<file path="src/rtl/tpg_pkg.sv">
// Shared mode encoding for the test pattern generator.
// Assumes a 4-bit mode code; codes above 11 are treated as pass-through.
package tpg_pkg;

    typedef enum logic [3:0] {
        M_OFF   = 4'd0,
        M_MID   = 4'd1,
        M_PFS   = 4'd2,
        M_NFS   = 4'd3,
        M_CHK   = 4'd4,
        M_PN23  = 4'd5,
        M_PN9   = 4'd6,
        M_ONOFF = 4'd7,
        M_USR4  = 4'd8,
        M_USR2  = 4'd9,
        M_RAMP  = 4'd10,
        M_USR1  = 4'd11
    } tpg_mode_e;

    // Words in these modes must not be re-coded by the downstream formatter.
    function automatic logic skips_format(input logic [3:0] m);
        return (m == M_PN23) || (m == M_PN9) || (m == M_USR4) ||
               (m == M_USR2) || (m == M_USR1);
    endfunction

endpackage

</file>
<file path="src/rtl/tpg_word_gen.sv">
// Combinational word builder for the fixed, alternating, user and ramp
// modes. Assumes the caller supplies the sequence index and ramp count,
// already restarted on a mode change. The output is limited to the
// effective length, which is word_len clamped into MIN_W..OUT_W.
module tpg_word_gen #(
    parameter int OUT_W = 14,
    parameter int MIN_W = 8,
    parameter int LEN_W = 4
) (
    input  logic [3:0]         mode,
    input  logic [LEN_W-1:0]   word_len,
    input  logic [1:0]         idx,
    input  logic [OUT_W-1:0]   ramp,
    input  logic [4*OUT_W-1:0] user_words,
    output logic [OUT_W-1:0]   word
);
    import tpg_pkg::*;

    localparam int NUM_USR = 4;

    logic [LEN_W-1:0] len_eff;
    logic [OUT_W-1:0] mask;
    logic [OUT_W-1:0] even_ones;
    logic [OUT_W-1:0] usr [NUM_USR];

    // Clamp the requested length and form the low-bit mask.
    always_comb begin
        if (word_len < LEN_W'(MIN_W)) begin
            len_eff = LEN_W'(MIN_W);
        end else if (word_len > LEN_W'(OUT_W)) begin
            len_eff = LEN_W'(OUT_W);
        end else begin
            len_eff = word_len;
        end
        mask = ~({OUT_W{1'b1}} << len_eff);
    end

    generate
        for (genvar b = 0; b < OUT_W; b++) begin : g_even
            assign even_ones[b] = ((b % 2) == 0);
        end
        for (genvar u = 0; u < NUM_USR; u++) begin : g_usr
            assign usr[u] = user_words[u*OUT_W +: OUT_W];
        end
    endgenerate

    // Pick the pattern word for the current mode and position.
    always_comb begin
        case (mode)
            M_MID:   word = mask ^ (mask >> 1);
            M_PFS:   word = mask;
            M_NFS:   word = '0;
            M_CHK:   word = (idx[0] ? ~even_ones : even_ones) & mask;
            M_ONOFF: word = idx[0] ? '0 : mask;
            M_USR4:  word = usr[idx] & mask;
            M_USR2:  word = usr[{1'b0, idx[0]}] & mask;
            M_USR1:  word = usr[0] & mask;
            M_RAMP:  word = ramp & mask;
            default: word = '0;
        endcase
    end

endmodule

</file>
<file path="config.mk">
export PLATFORM = sky130hd
export DESIGN_NAME = tpg_word_gen
export DESIGN_NICKNAME = d
export VERILOG_FILES = /design/src/rtl/tpg_pkg.sv /design/src/rtl/tpg_word_gen.sv
export SDC_FILE = /design/constraint.sdc
export NUM_CORES = 1
export LEC_CHECK = 0
export ABC_AREA = 1
export BUFFER_PORTS_ARGS = -buffer_cell sky130_fd_sc_hd__buf_2
export CAP_MARGIN = 20
export CORE_MARGIN = 5
export CORE_UTILIZATION = 35
export DETAILED_ROUTE_END_ITERATION = 10
export PLACE_DENSITY_LB_ADDON = 0.05
export RECOVER_POWER = 25
export REMOVE_ABC_BUFFERS = 1
export SLEW_MARGIN = 30
export SYNTH_ARGS = -nofsm -noshare
export SYNTH_HDL_FRONTEND = slang
export SYNTH_SLANG_ARGS = --single-unit
</file>
<file path="constraint.sdc">
create_clock -name vclk -period 1.4
set_input_delay 0.07 -clock vclk [all_inputs]
set_output_delay 0.07 -clock vclk [all_outputs]
set_load 0.005 [all_outputs]
</file>
After elaboration in Yosys (flattened, before gate mapping)
Index checks and enable logic that the tools add are counted.
{ "classes": {"magnitude_cmp": 4, "eq_ne": 8, "n_shift": 1, "mux": 11, "bitwise": 9} }
{ "ops": {"columns": ["operator", "n"], "rows": [
  ["case mux 14 bit (8 select lines)", 1],
  ["2-to-1 mux 14 bit", 6],
  ["bitwise AND 14 bit", 5],
  ["binary-select mux 14 bit (select 2 bit)", 2],
  ["== test 4 bit, second input constant", 4],
  ["NOT 14 bit", 1],
  ["<< shifter 14 x 4 -> 14 bit, first input constant", 1],
  ["XOR 14 x 13 -> 14 bit", 1],
  ["== test 4 x 3 -> 1 bit, second input constant", 2],
  ["2-to-1 mux 4 bit", 2],
  ["greater-or-equal comparator 3 bit, second input constant", 2],
  ["== test 4 x 1 -> 1 bit, second input constant", 1],
  ["== test 4 x 2 -> 1 bit, second input constant", 1],
  ["> comparator 4 bit, second input constant", 1],
  ["< comparator 4 bit, second input constant", 1],
  ["NOT 1 -> 3 bit", 1],
  ["NOT 2 -> 3 bit", 1]
]} }
{ "word_totals": {"ff_bits": 0, "input_bits": 80, "output_inout_bits": 14, "elab_cells": 33} }

Logic depth before layout (Yosys ltp)
Gate-level depths: netlist (run 1).
{ "logic_depth": {"word_depth": 7, "ltp_mapped": 11, "depth_no_buf": 10} }

Worst setup path before layout (run 1)
OpenSTA, ideal clock, no wires.
{ "synth_timing": {"kind": "input-to-output", "from": "input port mode[1]", "to": "output port word[11]", "arrival_ns": 0.950, "required_ns": 1.330, "setup_slack_ns": 0.380, "path_stages": 7, "path_buffers": 1, "path_cell_list": "buf_6 > nor2_1 > nand2_2 > o21ai_4 > and2_1 > nand2_1 > nand3_1"} }
{ "synth_via": {"elab_chain_cells": 2, "word_cells_on_any_way": 9, "cone_classes": "8 x eq/ne; 1 x mux"} }
{ "synth_rtl": {"columns": ["element", "line_no", "text"], "rows": [
  ["from (decl)", "tpg_word_gen.sv:10", "input logic [3:0] mode,"],
  ["== test 4 bit (tied with other cells)", "tpg_word_gen.sv:49", "case (mode)"],
  ["case mux 14 bit (8 select lines) (*)", "tpg_word_gen.sv:49", null],
  ["to (decl)", "tpg_word_gen.sv:15", "output logic [OUT_W-1:0] word"]
]} }
Mark *: on every way between the ends. The rest lies on a longest branch, timed or not.

Final worst setup path (run 1)
{ "layout_timing": {"from": "input port mode[0]", "to": "output port word[9]"} }
The elaborated chain is that of the path after synthesis.

==> results of run 1 <==
power by group through the flow:
stage	Combinational, uW	Clock (uW)	Sequential, uW
floorplan	263	0	0
detailed placement	535	0	0
global route	608	0	0
global placement	535	0	0
finish	540	0	0
CTS	538	0	0
logic make-up (layout without fill, tap and decap cells):
| group | count (synthesis) | in the layout | share of synthesized area, % |
|---|---|---|---|
| AO/OA/AOI/OAI | 57 | 57 | 25.3 |
| buffers and inverters | 42 | 139 | 14.4 |
| AND/OR/NAND/NOR | 197 | 197 | 60.2 |
metrics by stage:
stage,total power [uW],instances,util (%),hold slack (ps),setup WS (ps)
2_1_floorplan,263,283,-,306,229
3_3_place_gp,535,441,53.0,566,109
3_5_place_dp,535,441,53.0,562,107
4_1_cts,538,441,53.0,562,105
5_1_grt,608,441,53.5,599,3.37
6_report,540,441,53.5,561,101
Yosys cell counts (all sizes together):
cell / count
nand2: 123
nor2: 50
o21ai: 32
inv: 29
nand3: 12
buf: 11
a21oi: 8
nor3: 8
o22ai: 7
o211ai: 4
o21a: 4
a31oi: 2
clkbuf: 2
nand4: 2
and2: 1
or2: 1
layout by cell type (no fill, tap or decap):
cell type	synthesis	routed
nand2_1	117	117
buf_2	6	94
nor2_1	48	46
o21ai_0	22	22
inv_1	22	21
buf_4	2	13
nand3_1	11	11
o21ai_1	8	8
o22ai_1	7	7
inv_2	6	6
a21oi_1	6	6
nor3_1	7	6
o211ai_1	4	4
nand2_4	3	4
o21a_1	4	4
nor2_2	1	3
buf_12	0	3
nand2_2	3	2
o21ai_4	2	2
nand4_1	2	2
nor3_2	1	2
a21oi_2	2	2
a31oi_1	2	2
nand3_2	1	1
nor2_4	1	1
clkinvlp_4	0	1
inv_4	1	1
or2_2	1	1
and2_1	1	1
worst max-delay path: cells and delay by family:
kind	cells	cell delay, ps
AO/OA/AOI/OAI	1	100
buffers and inverters	3	500
AND/OR/NAND/NOR	6	560
path summary, 6_finish.rpt:
path | to | slack, ps | cells past startpoint
worst max-delay path | word[9] | 100 | 10
worst min-delay path | word[9] | 560 | 4
metal layers:
metal | part of all wire, % | GRT usage [%]
met1 | 45 | 24.9
met2 | 47 | 34.7
met5 | 0 | 0
met3 | 8.3 | 1.11
met4 | 0 | 0.820
repair_timing:
item | CTS | global route
hold buffers | 0 | 0
endpoints found under the setup margin | 0 | 3
gates resized for setup | 0 | 5
setup buffers | 0 | 0
final cells by class:
type | instances | area (um2) | share of cell area (%)
inverters | 29 | 115 | 5.79
multi-input cells | 254 | 1190 | 59.6
well taps | 48 | 60.1 | 3.02
repair buffers | 110 | 628 | 31.6
==> key figures, run 1 <==
Run status
  • Outcome: finished, final reports clean

Floorplan
  • Die Span X: 72.5 um
  • Die Y-Extent: 72.5 um
  • # IOs: 94
  • Core Area: 3720 um2
  • Row count: 22
  • Die ar.: 5260 um2
  • Initial Util: 36.8%

Detailed routing
  • DR WL/cell: 11.8 um
  • DRC viols: 0
  • Routed vias: 2097
  • Post-DR vias/cell: 4.76
  • Final ANT Viol Nets: 0
  • DR iter-0 viols: 85
  • Drt pass-1 iters: 4
  • Final WL: about 5.2 mm

Setup path
  • Critical Path Start: mode[0]
  • Critical Path RT: roughly 1300 ps
  • Crit-path max FO: 8
  • Max incr delay on CP: 210 ps
  • CP Cell Sequence: buf_2 -> nand2_4 -> nor2_4 -> clkinvlp_4 -> nor2_1 -> nor2_1 -> nand2_1 -> nand2_1 -> a21oi_2 -> buf_2
  • Element type at the critical path end: primary output
  • Crit path launch type: input port
  • Slowest CP cell: clkinvlp_4
  • Kind of critical path: input port to primary output
  • Data arrival time of the critical path: 1230 ps

Global routing
  • Initial antenna violation count: 0
  • Vias in the first global route: 1949
  • First-pass GRT wire length: ~8.4 mm
  • All-Layer GR Usage: a little under a fifth
  • GRT overflow: 0
  • Largest net degree at the start of global routing: 21

Layout
  • FFs & Latches: 0
  • Number of diodes: 0
  • Final Net Count: around 480
  • P&R area growth vs syn: 45.3%
  • Storage element area: 0 um2
  • Share of layout cells above drive strength 1: between 30% and 40%
  • Number of fill cells in the layout: 471
  • Design area: 1990 um2
  • CLK BUF: 0

Synth
  • Netlist cell types: 29
  • Synth Area per Inst: about 4.6 um2
  • Register area share after synthesis: 0%
  • Post-synth top area share: 32.1%
  • Top cells by area, synth: nand2_1 32%, nor2_1 13%, o21ai_0 8.0%
  • Synth area leader: nand2_1
  • Mapped Area: approximately 1400 um2
  • Cell count after synthesis: about 300
  • Synth warn: 0

Power
  • Worst VDD drop: roughly 150 uV
  • Flop pwr share: 0%
  • Combinational share of power: 100.0%
  • P_int: approximately 250 uW
  • Switching Fraction: 54.4%
  • Net Sw Power: 294 uW
  • P per Cell Area: 271 nW/um2
  • Leak: 0.00114 uW
  • Clock Power Share: 0%

Place
  • IO buf count: 94
  • Post-DP HPWL: 4.32 mm
  • Placed cell areas: 1970 um2
  • Gp weighted congestion: 0.863

Timing
  • Slew Limit Fails: 0
  • Final setup viols: 0
  • Worst slew margin: 74.8%
  • Min Tclk post-route: ~1300 ps
  • Slew of the pin with the lowest slew margin: 375 ps
  • Fin Setup TNS: 0 ps
  • Period utilisation layout: 92.8%
  • Final Hold Viols: 0
  • Fmax: slightly below 800 MHz
  • RSZ-0062 raised after global routing: no

Hold path
  • HP Class: input port to primary output
  • Hold wc startpoint: word_len[3]

Job
  • Max-capacitance violation count: 0
(Power assumes the default switching activity.)
==> run 2, diff against run 1 <==
--- a/config.mk
+++ b/config.mk
@@ -14,6 +14,7 @@
 export PLACE_DENSITY_LB_ADDON = 0.05
 export RECOVER_POWER = 25
 export REMOVE_ABC_BUFFERS = 1
+export SETUP_SLACK_MARGIN = 0.2
 export SLEW_MARGIN = 30
 export SYNTH_ARGS = -nofsm -noshare
 export SYNTH_HDL_FRONTEND = slang
==> run 2 against run 1 <==
  * Design area increased by 13%
  * Routed wire length is 6.1% higher
  * Via count increased by 4.3%
  * Critical path type unchanged
  * Sequential share of layout area did not move
==> key figures, run 2 (synthesis results as in run 1) <==
Timing
  • Worst slew margin: 74.9% (+0.15 points)
  • Final Hold Viols: 0 (unchanged)
  • Slew Limit Fails: 0 (unchanged)
  • RSZ-0062 raised after global routing: yes
  • Min Tclk post-route: 1220 ps (-83.1 ps)
  • Final setup viols: 0 (unchanged)
  • Fin Setup TNS: 0 ps (unchanged)
  • Slew of the pin with the lowest slew margin: 372 ps (-2.27 ps)
  • Period utilisation layout: 86.9% (-5.9 points)
  • Fmax: 822 MHz (+6.8%)

Floorplan
  • Die Y-Extent: 72.5 um (unchanged)
  • Die Span X: 72.5 um (unchanged)
  • Core Area: 3720 um2 (unchanged)
  • Row count: 22 (unchanged)
  • Initial Util: 36.8% (unchanged)
  • # IOs: 94 (unchanged)
  • Die ar.: 5260 um2 (unchanged)

Detailed routing
  • DR iter-0 viols: 102 (+20%)
  • DRC viols: 0 (unchanged)
  • Drt pass-1 iters: 5 (+1)
  • Routed vias: 2187 (+4.3%)
  • Final ANT Viol Nets: 0 (unchanged)
  • Final WL: 5.50 mm (+6.1%)
  • DR WL/cell: 12.3 um (+4.4%)
  • Post-DR vias/cell: 4.88 (+2.7%)

Layout
  • Leading cell type in the layout, fill and taps excluded: nand2_1
  • Number of diodes: 0 (unchanged)
  • P&R area growth vs syn: 63.9%
  • FFs & Latches: 0 (unchanged)
  • Commonest cells after routing, fill and taps aside: 114 x nand2_1, 88 x buf_2, 40 x nor2_1
  • Share of layout cells above drive strength 1: 40.8% (+6.1 points)
  • Final Net Count: 482 (+1.5%)
  • Number of fill cells in the layout: 430 (-8.7%)
  • CLK BUF: 0 (unchanged)
  • Layout Utilization: 60.4% (+6.8 points)
  • Storage element area: 0 um2 (unchanged)

Hold path
  • Hold Path Depth: 4 (unchanged)
  • HP Class: input port to primary output
  • WHS Endpoint: word[9]
  • Hold wc startpoint: word_len[3]

Power
  • Leak: 0.00122 uW (+6.9%)
  • P per Cell Area: 276 nW/um2 (+1.7%)
  • Worst VDD drop: 166 uV (+11%)

Place
  • IO buf count: 94 (unchanged)
  • Gp weighted congestion: 0.863 (unchanged)
  • Post-DP HPWL: 4.32 mm (unchanged)

Setup path
  • Crit path launch type: input port
  • Data arrival time of the critical path: 1150 ps (-80 ps)
  • Crit-path max FO: 8 (unchanged)
  • Critical Path RT: 1330 ps (about the same)
  • Critical Path Start: mode[2]
  • Kind of critical path: input port to primary output
  • Element type at the critical path end: primary output

Global routing
  • Initial antenna violation count: 0 (unchanged)
  • Largest net degree at the start of global routing: 16 (-24%)
  • First-pass GRT wire length: 8.74 mm (+4.3%)
  • Vias in the first global route: 2046 (+5.0%)
  • GRT overflow: 0 (unchanged)
  • All-Layer GR Usage: 19.7% (+0.91 points)

Job
  • Max-capacitance violation count: 0 (unchanged)

Run status
  • Outcome: finished, final reports clean

CTS
  • Cts hold-fix bufs: 0 (unchanged)
[run 2: changes by cell type in the layout (fill, tap and decap cells not counted), moves of 5 or more]
cell and delta:
nor2_1 -6, nor2_2 +5, buf_2 -6, buf_6 +8
[run 2: how the worst max path moves through the flow]
| stage | slack [ps] | cells past startpoint | to |
|---|---|---|---|
| 2_1_floorplan | 230 | 7 | word[9] |
| 3_3_place_gp | 110 | 11 | word[12] |
| 6_report | 180 | 11 | word[0] |
| 5_1_grt | 110 | 11 | word[9] |
| 4_1_cts | 160 | 11 | word[9] |
| 3_5_place_dp | 110 | 9 | word[9] |
[run 2: timing repair]
item / 4_1_cts / 5_1_grt
buffers inserted: 2 / 4
pin swaps: 5 / 14
endpoints found under the setup margin: 14 / 14
cloned: 1 / 0
resized for setup: 21 / 36
[run 2: layout make-up]
cell class         count  area, um2  area share (%)
well taps             48       60.1            2.68
multi-input cells    254       1280            56.9
inverters             29        134            5.97
repair buffers       117        773            34.5
[run 2: metrics by stage]
stage / cells / hold WS [ps] / total power [uW] / cell area (um2) / setup slack (ps)
floorplan: 283 / 306 / 263 / 1280 / 229
global placement: 441 / 566 / 535 / 1970 / 109
detailed placement: 441 / 562 / 535 / 1970 / 107
CTS: 444 / 562 / 577 / 2090 / 155
global route: 448 / 599 / 691 / 2240 / 114
finish: 448 / 560 / 619 / 2240 / 184
[run 2: per-layer routing]
layer	GRT usage, %	up-vias	part of all wire, %
li1	-	1157	-
met1	25.7	948	43
met2	35.8	76	48
met3	1.25	6	8.1
met4	3.07	0	1.0
met5	0	-	0
[run 2: report_power, final]
part	leakage, uW	switching, uW	internal [uW]	total, uW
logic	0.00122	324	295	619
clock network	0	0	0	0
registers	0	0	0	0
[run 2: worst max-delay path, cell delays in order]
cell and delay (ps):
buf_8 100, inv_8 60, nand2_8 60, nor2_4 120, clkinvlp_4 220, nor2_1 170, nor3_2 60, nand2_1 60
nand2_1 40, nand2_1 70, buf_2 110
==> run 3, diff against run 2 <==
==> constraint.sdc (replaced) <==
create_clock -name vclk -period 1.5
set_input_delay 0.075 -clock vclk [all_inputs]
set_output_delay 0.075 -clock vclk [all_outputs]
set_load 0.005 [all_outputs]
==> run 3 against run 2 <==
  * Highest routed layer unchanged
  * Combinational power is 12% lower
  * Design area decreased by 6.4%
  * Largest power group unchanged
  * Critical endpoint is now word[6]
  * Sequential cell count stayed put
  * Clock-buffer cell count is the same
  * Setup slack got worse by 29 ps
  * Core utilization down 3.8 points
  * Critical path type unchanged
  * Non-clock buffer count decreased by 6
  * Critical path depth unchanged
==> key figures, run 3 (synthesis results as in run 1) <==
Place
  • IO buf count: 94 (unchanged)
  • Post-DP HPWL: 4.23 mm (-2.0%)
  • Gp weighted congestion: 0.877 (+1.6%)

Hold path
  • WHS Endpoint: word[7]
  • Hold wc startpoint: word_len[0]
  • Hold Path Depth: 5 (+1)
  • HP Class: input port to primary output

Detailed routing
  • DR iter-0 viols: 119 (+17%)
  • Final ANT Viol Nets: 0 (unchanged)
  • DRC viols: 0 (unchanged)
  • Post-DR vias/cell: 4.90 (+0.43%)
  • Routed vias: 2167 (-0.91%)
  • Final WL: 5.67 mm (+3.0%)
  • DR WL/cell: 12.8 um (+4.4%)
  • Drt pass-1 iters: 4 (-1)

Floorplan
  • Core Area: 3720 um2 (unchanged)
  • Die Span X: 72.5 um (unchanged)
  • Initial Util: 36.8% (unchanged)
  • Row count: 22 (unchanged)
  • Die ar.: 5260 um2 (unchanged)
  • Die Y-Extent: 72.5 um (unchanged)
  • # IOs: 94 (unchanged)

Global routing
  • First-pass GRT wire length: 8.71 mm (-0.32%)
  • Vias in the first global route: 1981 (-3.2%)
  • GRT overflow: 0 (unchanged)
  • All-Layer GR Usage: 19.8% (+0.11 points)
  • Initial antenna violation count: 0 (unchanged)
  • Largest net degree at the start of global routing: 18 (+2)

Power
  • P per Cell Area: 260 nW/um2 (-6.0%)
  • Worst VDD drop: 131 uV (-21%)
  • Leak: 0.00117 uW (-3.9%)
  • Pwr Total: 545 uW (-12%)

CTS
  • Cts hold-fix bufs: 0 (unchanged)

Layout
  • P&R area growth vs syn: 53.5%
  • Commonest cells after routing, fill and taps aside: 117 x nand2_1, 88 x buf_2, 46 x nor2_1
  • Layout Utilization: 56.5% (-3.8 points)
  • Area occupied by multi-input gates: 1230 um2 (-3.5%)
  • Share of layout cells above drive strength 1: 36.3% (-4.5 points)
  • Final Net Count: 476 (-1.2%)
  • Number of fill cells in the layout: 460 (+7.0%)
  • Number of diodes: 0 (unchanged)
  • FFs & Latches: 0 (unchanged)
  • CLK BUF: 0 (unchanged)
  • Leading cell type in the layout, fill and taps excluded: nand2_1
  • Storage element area: 0 um2 (unchanged)

Setup path
  • Slowest CP cell: clkbuf_2
  • Most used cell, CP: nand2_1
  • CP Cell Sequence: buf_8 -> inv_8 -> nand2_8 -> inv_4 -> clkbuf_2 -> nand2_1 -> nor3_1 -> nand2_1 -> nand2_1 -> nand2_1 -> buf_2
  • Crit path launch type: input port
  • Critical Path RT: 1420 ps (+90 ps)
  • Data arrival time of the critical path: 1270 ps (+120 ps)
  • Kind of critical path: input port to primary output
  • Crit-path max FO: 9 (+1)
  • Element type at the critical path end: primary output
  • Max incr delay on CP: 240 ps (+20 ps)

Timing
  • RSZ-0062 raised after global routing: yes
  • Fin Setup TNS: 0 ps (unchanged)
  • Fmax: roughly 740 MHz
  • Final Hold Viols: 0 (unchanged)
  • Min Hold Slack: 568 ps (+7.57 ps)
  • Slew Limit Fails: 0 (unchanged)
  • Worst slew margin: 71.8% (-3.1 points)
  • Min Tclk post-route: 1350 ps
  • Period utilisation layout: 89.7%
  • Final setup viols: 0 (unchanged)
  • Slew of the pin with the lowest slew margin: 419 ps (+46.5 ps)

Run status
  • Outcome: finished, final reports clean

Job
  • Max-capacitance violation count: 0 (unchanged)
[run 3: power by group]
| part | internal, uW | leakage [uW] | switching [uW] |
|---|---|---|---|
| registers | 0 | 0 | 0 |
| logic | 250 | 0.00117 | 295 |
| clock network | 0 | 0 | 0 |
[run 3: how the worst max path moves through the flow]
stage	startpoint	to	slack [ps]
after floorplan	mode[1]	word[9]	320
after detailed placement	mode[1]	word[9]	100
after global placement	mode[1]	word[9]	120
after global routing	mode[2]	word[6]	70
after CTS	idx[0]	word[5]	200
final	mode[2]	word[6]	150
[run 3: area by class of cell]
class                      instances  area share, %
multi-input combinational        254           58.6
timing repair buffer             111           32.3
inverter                          29           6.19
tap                               48           2.86
[run 3: worst max-delay path: cells and delay by family]
kind,cells,cell delay [ps]
buffers and inverters,5,640
AND/OR/NAND/NOR,6,570
[run 3: stage by stage]
step / cells / setup slack [ps] / instance area, um2
4_1_cts: 438 / 200 / 2000
5_1_grt: 442 / 67.7 / 2100
3_5_place_dp: 437 / 97.2 / 1920
2_1_floorplan: 283 / 319 / 1280
6_report: 442 / 155 / 2100
3_3_place_gp: 437 / 124 / 1920
[run 3: metal layers]
layer  global-route usage (%)  routed length [um]  vias up
met5                        0                   0        -
met4                    0.615                  28        0
met3                     1.52                 407        4
met2                     36.5                2810       78
met1                     26.2                2420      936
li1                         -                   -     1149
[run 3: repair_timing]
item | in CTS | in global routing
endpoints found under the setup margin | 14 | 14
gates cloned | 1 | 1
resized for setup | 15 | 20
setup buffers | 0 | 3
pin swaps | 0 | 7
